[src/rtl/hamdec_pkg.sv]
package hamdec_pkg;

    localparam int COMP_W    = 8;
    localparam int RGB_W     = 3 * COMP_W;
    localparam int PAL_DEPTH = 64;
    localparam int PAL_AW    = $clog2(PAL_DEPTH);
    localparam int CODE_W    = 8;
    localparam int NARROW_DW = 4;
    localparam int WIDE_DW   = 6;
    localparam int KEEP_W    = COMP_W - WIDE_DW;

    typedef struct packed {
        logic [COMP_W-1:0] r;
        logic [COMP_W-1:0] g;
        logic [COMP_W-1:0] b;
    } rgb_t;

    typedef enum logic [1:0] {
        CTL_PALETTE = 2'b00,
        CTL_RED     = 2'b01,
        CTL_GREEN   = 2'b10,
        CTL_BLUE    = 2'b11
    } ctl_e;

    typedef struct packed {
        ctl_e               ctl;
        logic [WIDE_DW-1:0] data;
    } code_t;

    // Separate a raw code into its control and data fields for the selected format.
    function automatic code_t split_code(input logic [CODE_W-1:0] raw, input logic wide);
        code_t c;
        if (wide) begin
            c.ctl  = ctl_e'(raw[WIDE_DW+1:WIDE_DW]);
            c.data = raw[WIDE_DW-1:0];
        end else begin
            c.ctl  = ctl_e'(raw[NARROW_DW+1:NARROW_DW]);
            c.data = {{(WIDE_DW-NARROW_DW){1'b0}}, raw[NARROW_DW-1:0]};
        end
        return c;
    endfunction

    // Build a new component value from the data field and the held component.
    function automatic logic [COMP_W-1:0] new_comp(input logic [WIDE_DW-1:0] d,
                                                   input logic wide,
                                                   input logic [COMP_W-1:0] held);
        if (wide)
            return {d, held[KEEP_W-1:0]};
        else
            return {d[NARROW_DW-1:0], d[NARROW_DW-1:0]};
    endfunction

endpackage

[src/rtl/ham_palette.sv]
module ham_palette
    import hamdec_pkg::*;
#(
    parameter int DEPTH = PAL_DEPTH,
    parameter int WIDTH = RGB_W,
    localparam int AW   = $clog2(DEPTH)
) (
    input  logic             clk,
    input  logic             rst,
    input  logic             we,
    input  logic [AW-1:0]    waddr,
    input  logic [WIDTH-1:0] wdata,
    input  logic [AW-1:0]    raddr,
    output logic [WIDTH-1:0] rdata,
    output logic [WIDTH-1:0] entry0
);

    logic [WIDTH-1:0] mem [DEPTH];

    always_ff @(posedge clk) begin
        if (rst) begin
            for (int i = 0; i < DEPTH; i++) mem[i] <= '0;
        end else if (we) begin
            mem[waddr] <= wdata;
        end
    end

    assign rdata  = mem[raddr];
    assign entry0 = mem[0];

endmodule

[src/rtl/ham_color_step.sv]
module ham_color_step
    import hamdec_pkg::*;
(
    input  logic  wide,
    input  code_t code,
    input  rgb_t  base,
    input  rgb_t  pal_color,
    output rgb_t  next_color
);

    always_comb begin
        next_color = base;
        unique case (code.ctl)
            CTL_PALETTE: next_color   = pal_color;
            CTL_RED:     next_color.r = new_comp(code.data, wide, base.r);
            CTL_GREEN:   next_color.g = new_comp(code.data, wide, base.g);
            CTL_BLUE:    next_color.b = new_comp(code.data, wide, base.b);
        endcase
    end

endmodule

[src/rtl/ham_pixel_decoder.sv]
module ham_pixel_decoder
    import hamdec_pkg::*;
#(
    parameter int DEPTH = PAL_DEPTH,
    localparam int AW   = $clog2(DEPTH)
) (
    input  logic              clk,
    input  logic              rst,
    input  logic              mode_wide,
    input  logic              line_start,
    input  logic              pix_valid,
    input  logic [CODE_W-1:0] pix_code,
    input  logic              pal_we,
    input  logic [AW-1:0]     pal_addr,
    input  logic [RGB_W-1:0]  pal_wdata,
    output logic              out_valid,
    output logic [RGB_W-1:0]  out_rgb
);

    code_t cd;
    rgb_t  pal_rd, pal0, base, next_color, held_q;
    logic  valid_q;

    assign cd = split_code(pix_code, mode_wide);

    ham_palette #(.DEPTH(DEPTH), .WIDTH(RGB_W)) u_palette (
        .clk    (clk),
        .rst    (rst),
        .we     (pal_we),
        .waddr  (pal_addr),
        .wdata  (pal_wdata),
        .raddr  (cd.data[AW-1:0]),
        .rdata  (pal_rd),
        .entry0 (pal0)
    );

    assign base = line_start ? pal0 : held_q;

    ham_color_step u_step (
        .wide       (mode_wide),
        .code       (cd),
        .base       (base),
        .pal_color  (pal_rd),
        .next_color (next_color)
    );

    always_ff @(posedge clk) begin
        if (rst) begin
            held_q  <= '0;
            valid_q <= 1'b0;
        end else begin
            valid_q <= pix_valid;
            if (pix_valid)       held_q <= next_color;
            else if (line_start) held_q <= pal0;
        end
    end

    assign out_valid = valid_q;
    assign out_rgb   = held_q;

    AST_VALID_FOLLOWS: assert property (@(posedge clk) disable iff (rst)
        pix_valid |=> out_valid);
    AST_IDLE_NO_VALID: assert property (@(posedge clk) disable iff (rst)
        !pix_valid |=> !out_valid);
    AST_IDLE_HOLD: assert property (@(posedge clk) disable iff (rst)
        (!pix_valid && !line_start) |=> $stable(held_q));
    AST_RED_KEEPS_GB: assert property (@(posedge clk) disable iff (rst)
        (pix_valid && !line_start && cd.ctl == CTL_RED)
        |=> (held_q.g == $past(held_q.g) && held_q.b == $past(held_q.b)));
    AST_BLUE_KEEPS_RG: assert property (@(posedge clk) disable iff (rst)
        (pix_valid && !line_start && cd.ctl == CTL_BLUE)
        |=> (held_q.r == $past(held_q.r) && held_q.g == $past(held_q.g)));
    AST_WIDE_LOW_BITS: assert property (@(posedge clk) disable iff (rst)
        (pix_valid && !line_start && mode_wide && cd.ctl == CTL_GREEN)
        |=> (held_q.g[KEEP_W-1:0] == $past(held_q.g[KEEP_W-1:0])));
    AST_LINE_BASE: assert property (@(posedge clk) disable iff (rst)
        (line_start && !pix_valid) |=> (held_q == $past(pal0)));

endmodule

[config.mk]
export PLATFORM = sky130hd
export DESIGN_NAME = ham_pixel_decoder
export DESIGN_NICKNAME = d
export VERILOG_FILES = /design/src/rtl/hamdec_pkg.sv /design/src/rtl/ham_palette.sv /design/src/rtl/ham_color_step.sv /design/src/rtl/ham_pixel_decoder.sv
export SDC_FILE = /design/constraint.sdc
export NUM_CORES = 2
export LEC_CHECK = 0
export ABC_AREA = 1
export ABC_CLOCK_PERIOD_IN_PS = 7200
export BUFFER_PORTS_ARGS = -buffer_cell sky130_fd_sc_hd__buf_2
export CORE_UTILIZATION = 51
export CTS_CLUSTER_SIZE = 20
export DETAILED_ROUTE_END_ITERATION = 16
export HOLD_SLACK_MARGIN = 0.1
export PLACE_DENSITY_LB_ADDON = 0.05
export SYNTH_ARGS = -nofsm -noshare
export SYNTH_HDL_FRONTEND = slang
export SYNTH_SLANG_ARGS = --single-unit
[constraint.sdc]
create_clock -name clk -period 7.2 [get_ports clk]
set_clock_uncertainty 0.15 [all_clocks]
set_input_delay 1.08 -clock clk [delete_from_list [all_inputs] [get_ports clk]]
set_output_delay 1.08 -clock clk [all_outputs]
set_load 0.005 [all_outputs]
**Word level (Yosys, flattened, before mapping)**

Memory sizes are Yosys's and may differ from the RTL's.
Cells that the tools add are included.

- Flip-flop bits (word level): 25
- RAM bits: 1536
- Output and inout bits: 25
- Memories: 1

Memory list:

| name | depth | width | read ports | clocked after memory_dff | wr ports | RTL line | source |
|---|---|---|---|---|---|---|---|
| u_palette.mem | 64 | 24 | 2 | 0 | 64 | ham_palette.sv:18 | `logic [WIDTH-1:0] mem [DEPTH];` |

- Equality and inequality tests: 3
- Mux-type cells: 17
- Reduce and logical (&&, ||, !) cells: 2

Operators with widths:

| cell | count |
|---|---|
| 2-to-1 mux 24 bit | 3 |
| one-hot mux 8 bit (2 select lines) | 3 |
| 2-to-1 mux 8 bit | 4 |
| OR reduction 24 bit | 1 |
| 2-to-1 mux 1 bit | 6 |
| 2-to-1 mux 6 bit | 1 |
| == test 2 bit (second input constant) | 2 |
| == test 2 x 1 -> 1 bit (second input constant) | 1 |
| logical NOT 2 bit | 1 |

**Longest topological paths before layout**

- Word-level depth: 5
- Gate-level depth with buffers: 16

**By module**

A second synthesis with hierarchy kept.

- Cell total of the unflattened synthesis: 7496
- Area, all modules: 72012.8 um^2

By module, submodules not included:

| module | instances | cells an instance | area each (um^2) |
|---|---|---|---|
| ham_palette | 1 | 7114 | 69870.8 |
| ham_pixel_decoder | 1 | 240 | 1470.2 |
| ham_color_step | 1 | 142 | 671.9 |

**Least setup slack after synthesis**

Ideal clock, no wire load.

- Path kind: input to register
- Start point: in rst
- End point: mem u_palette.mem[16][0] (netlist bit), enable pin
- Library setup time: 0.381 ns
- Data arrival time: 2.861 ns
- Data required time: 6.669 ns
- Path slack: 3.808 ns
- Cell stages on the path: 8
- Path buffers: 2
- Cells stage by stage: inv_2 > nand2_1 > or2_1 > clkbuf_1 > nor3_4 > nand2_2 > clkbuf_1 > nand2_1

RTL lines:

| what | RTL line | source |
|---|---|---|
| from (decl) | ham_pixel_decoder.sv:8 | `input logic rst,` |
| to (decl) | ham_palette.sv:18 |  |

==> summary.txt <==
Clock network
  – H-tree depth: 4
  – CTS resizes: 0
  – Num CTS Buffers: roughly 170
  – Worst-Skew Late Latency: about 0.82 ns
  – Post-cts hold buffer count: 0
  – CTS tree: done
  – CTS clock-pin slew for the worst setup and hold paths: 0.06 ns
  – Post-CTS setup buffer count: 0
  – Clock Tree Buf Depth: 3
  – Clock Sinks: 1,561
  – CTS root buf: clkbuf_16

Timing
  – # setup viols final: 0
  – Final worst path period need: 4.50 ns
  – Relative slew slack: 0.104
  – Fin. Hold Viols: 0
  – Final period util: 0.625
  – WHS: 0.509 ns
  – Final Slew Violations: 0
  – Total negative slack: 0 ns
  – RSZ-0062 raised after global routing: false
  – Least-Margin Pin Slew: 1.34 ns
  – Fmax: 0.222 GHz

Floorplanning
  – Chip Width: 374 µm
  – Initial Utilization: 0.514
  – I/O pin count: approximately 70
  – Std cell rows: 136
  – Core area: 0.137 mm²
  – Die height: 374 µm
  – Die ar.: between 0.1 and 0.15 mm²

Finish
  – Layout cells sized above 1: 0.0650
  – Area grow syn2layout: 8.71%
  – Nets: just over 7,000
  – Utilization after layout: 0.559

Worst setup path
  – Sum of buffers and inverters on the critical path: 3
  – Critical path's slowest cell: nand2_1
  – CP Cell Sequence: buf_2 -> clkinv_2 -> nand2_1 -> inv_1 -> nand2_1 -> nor2_1 -> nand2_1 -> nand2_1
  – Crit start category: input port
  – Worst R2R Path Depth: 10
  – CP max FO: 25
  – Data required time at the worst endpoint: 7.47 ns
  – Reg2reg end: out_rgb[14]
  – Most common cell on crit path: nand2_1
  – Critical Path AT: 4.77 ns
  – R2r setup slk: 4.94 ns
  – CP peak stage delay: 1.09 ns
  – CP endpoint kind: flip-flop
  – CP delay by family, top: simple AND/OR/NAND/NOR gates
  – Worst r2r src: u_palette.mem[40][14]
  – Crit path kind: input port to flip-flop

Pwr
  – Peak VDD IR: 0.000228 V
  – Leak Pwr: about 30 nW
  – Clock power frac: 0.395
  – Register share of total power: 0.514
  – Total power after layout: 0.0206 W
  – Net Sw Power: roughly 0.0053 W
  – Combinational power share: 0.091
  – Internal: 0.0154 W
  – Sw frac: 0.255
  – Pwr/cell area: 269 mW/mm²

Routing
  – Wire length per cell: 26.5 µm
  – DR vias/cell: around 6
  – First-pass detailed-route iteration total: 6
  – DR iter-0 viols: 7,988
  – DR vias: between 50,000 and 60,000
  – ANT nets after route: 0
  – Total Wirelength: about 240,000 µm
  – DRC viols: 0

GRT
  – Initial antenna violation count: 10
  – Global-route wire length before repair: 340,000 µm
  – Largest net degree at the start of global routing: 171
  – Vias in the first global route: a little under 50,000
  – Total gr overflow: 0
  – All-Layer GR Usage: 0.336

Placement
  – Detailed Place HPWL: 138,000 µm
  – Buffers on Ports: 68
  – Placer Congestion: 0.932

Logic synthesis
  – Area contributors post-synth: edfxtp_1, nand2_1, nand3_1
  – Syn nets: 7,429
  – Syn avg cell area: 9.56 µm²
  – Register area share after synthesis: 0.661
  – Area of the mapped netlist: 0.0706 mm²
  – Top cell type's share of synthesized area: 0.654
  – Distinct cells, synth: 21
  – Yosys reg bits: 1,561
  – Syn Inst Count: 7,381
  – Cell taking the most area after synthesis: edfxtp_1
  – YS warnings: 0

Worst hold path
  – Hold path endpoint: out_rgb[23]
  – Hold WC Path Type: flip-flop to flip-flop
  – Worst Hold Depth: 4
  – Hold path start: u_palette.mem[0][23]

Outcome
  – Status: finished, final reports clean

Flow run
  – Max_cap viols: 0
worst max-delay path by stage:
| stage | cells after the start | to | startpoint |
|---|---|---|---|
| 6_report | 8 | u_palette.mem[45][11] | rst |
| 5_1_grt | 8 | u_palette.mem[45][11] | rst |
| 4_1_cts | 8 | u_palette.mem[45][1] | rst |
| 3_5_place_dp | 8 | u_palette.mem[45][1] | rst |
| 3_3_place_gp | 8 | u_palette.mem[45][10] | rst |
| 2_1_floorplan | 8 | u_palette.mem[16][0] | rst |
worst min-delay path, cell delays in order (launching register included):
cell,delay (ns)
edfxtp_1,0.40
nand2_1,0.07
nand2_1,0.06
nand2_1,0.05
nand2_1,0.05
registers in the layout (all words and copies together) (netlist names):
name	count
u_palette.mem	1536
out_rgb	24
out_valid	1
placed cells by master, fill, tap and decap left out, drive strengths merged, types with 4 or more instances in the layout:
cell | Yosys | routed
nand2 | 2224 | 2224
nor3 | 10 | 10
buf | 202 | 175
edfxtp | 1536 | 1536
clkbuf | 428 | 217
nor2 | 1548 | 1548
or2 | 5 | 5
o21ai | 21 | 21
inv | 42 | 23
dfxtp | 25 | 25
clkinv | 3 | 101
bufinv | 0 | 4
nand3 | 1301 | 1301
ha | 4 | 4
a21oi | 32 | 32
final cells by class:
type,instances,area [µm²]
repair buffers,176,1370
clock buffers,216,4510
multi-input cells,5145,21200
inverters,45,221
well taps,1794,2240
fillers,12000,60600
diodes,1,2.50
flip-flops and latches,1561,46600
clock inverters,84,526
cell usage after synthesis (all sizes together):
cell    instances
a21oi          32
buf           202
clkbuf        428
clkinv          3
dfxtp          25
edfxtp       1536
ha              4
inv            42
nand2        2224
nand3        1301
nor2         1548
nor3           10
o21ai          21
or2             5
stage by stage:
step | setup slack, ns | std cells | cell area [µm²]
CTS | 2.84 | 9021 | 76700
global route | 2.70 | 9021 | 76700
detailed placement | 2.00 | 8721 | 71700
floorplan | 3.81 | 7381 | 70600
global placement | 2.03 | 8721 | 71700
finish | 2.70 | 9022 | 76700
power by group through the flow:
stage                     Sequential [W]  Clock [W]  Combinational [W]
after CTS                         0.0106    0.00818            0.00184
final                             0.0106    0.00815            0.00188
after detailed placement          0.0108          0            0.00183
after global routing              0.0107    0.00851            0.00199
after floorplan                   0.0107          0            0.00107
after global placement            0.0108          0            0.00182
kinds of logic (layout without fill, tap and decap cells):
| family | after synthesis | count (layout) | share of synthesized area |
|---|---|---|---|
| buf+inv | 675 | 521 | 0.0387 |
| compound gates | 53 | 53 | 0.00376 |
| simple gates | 5088 | 5088 | 0.296 |
| flops | 1561 | 1561 | 0.661 |
| other cells | 0 | 1 | 0 |
| fa+ha+maj | 4 | 4 | 0.000709 |
metal layers:
layer  vias to the layer above  global-route usage  share of wire
li1                      24100                   -              -
met5                         -                   0        0.00018
met4                         6               0.134          0.042
met1                     26400               0.478           0.40
met3                       465              0.0737           0.11
met2                      3027               0.504           0.45
Note: power is estimated with default switching activity, not from simulation.
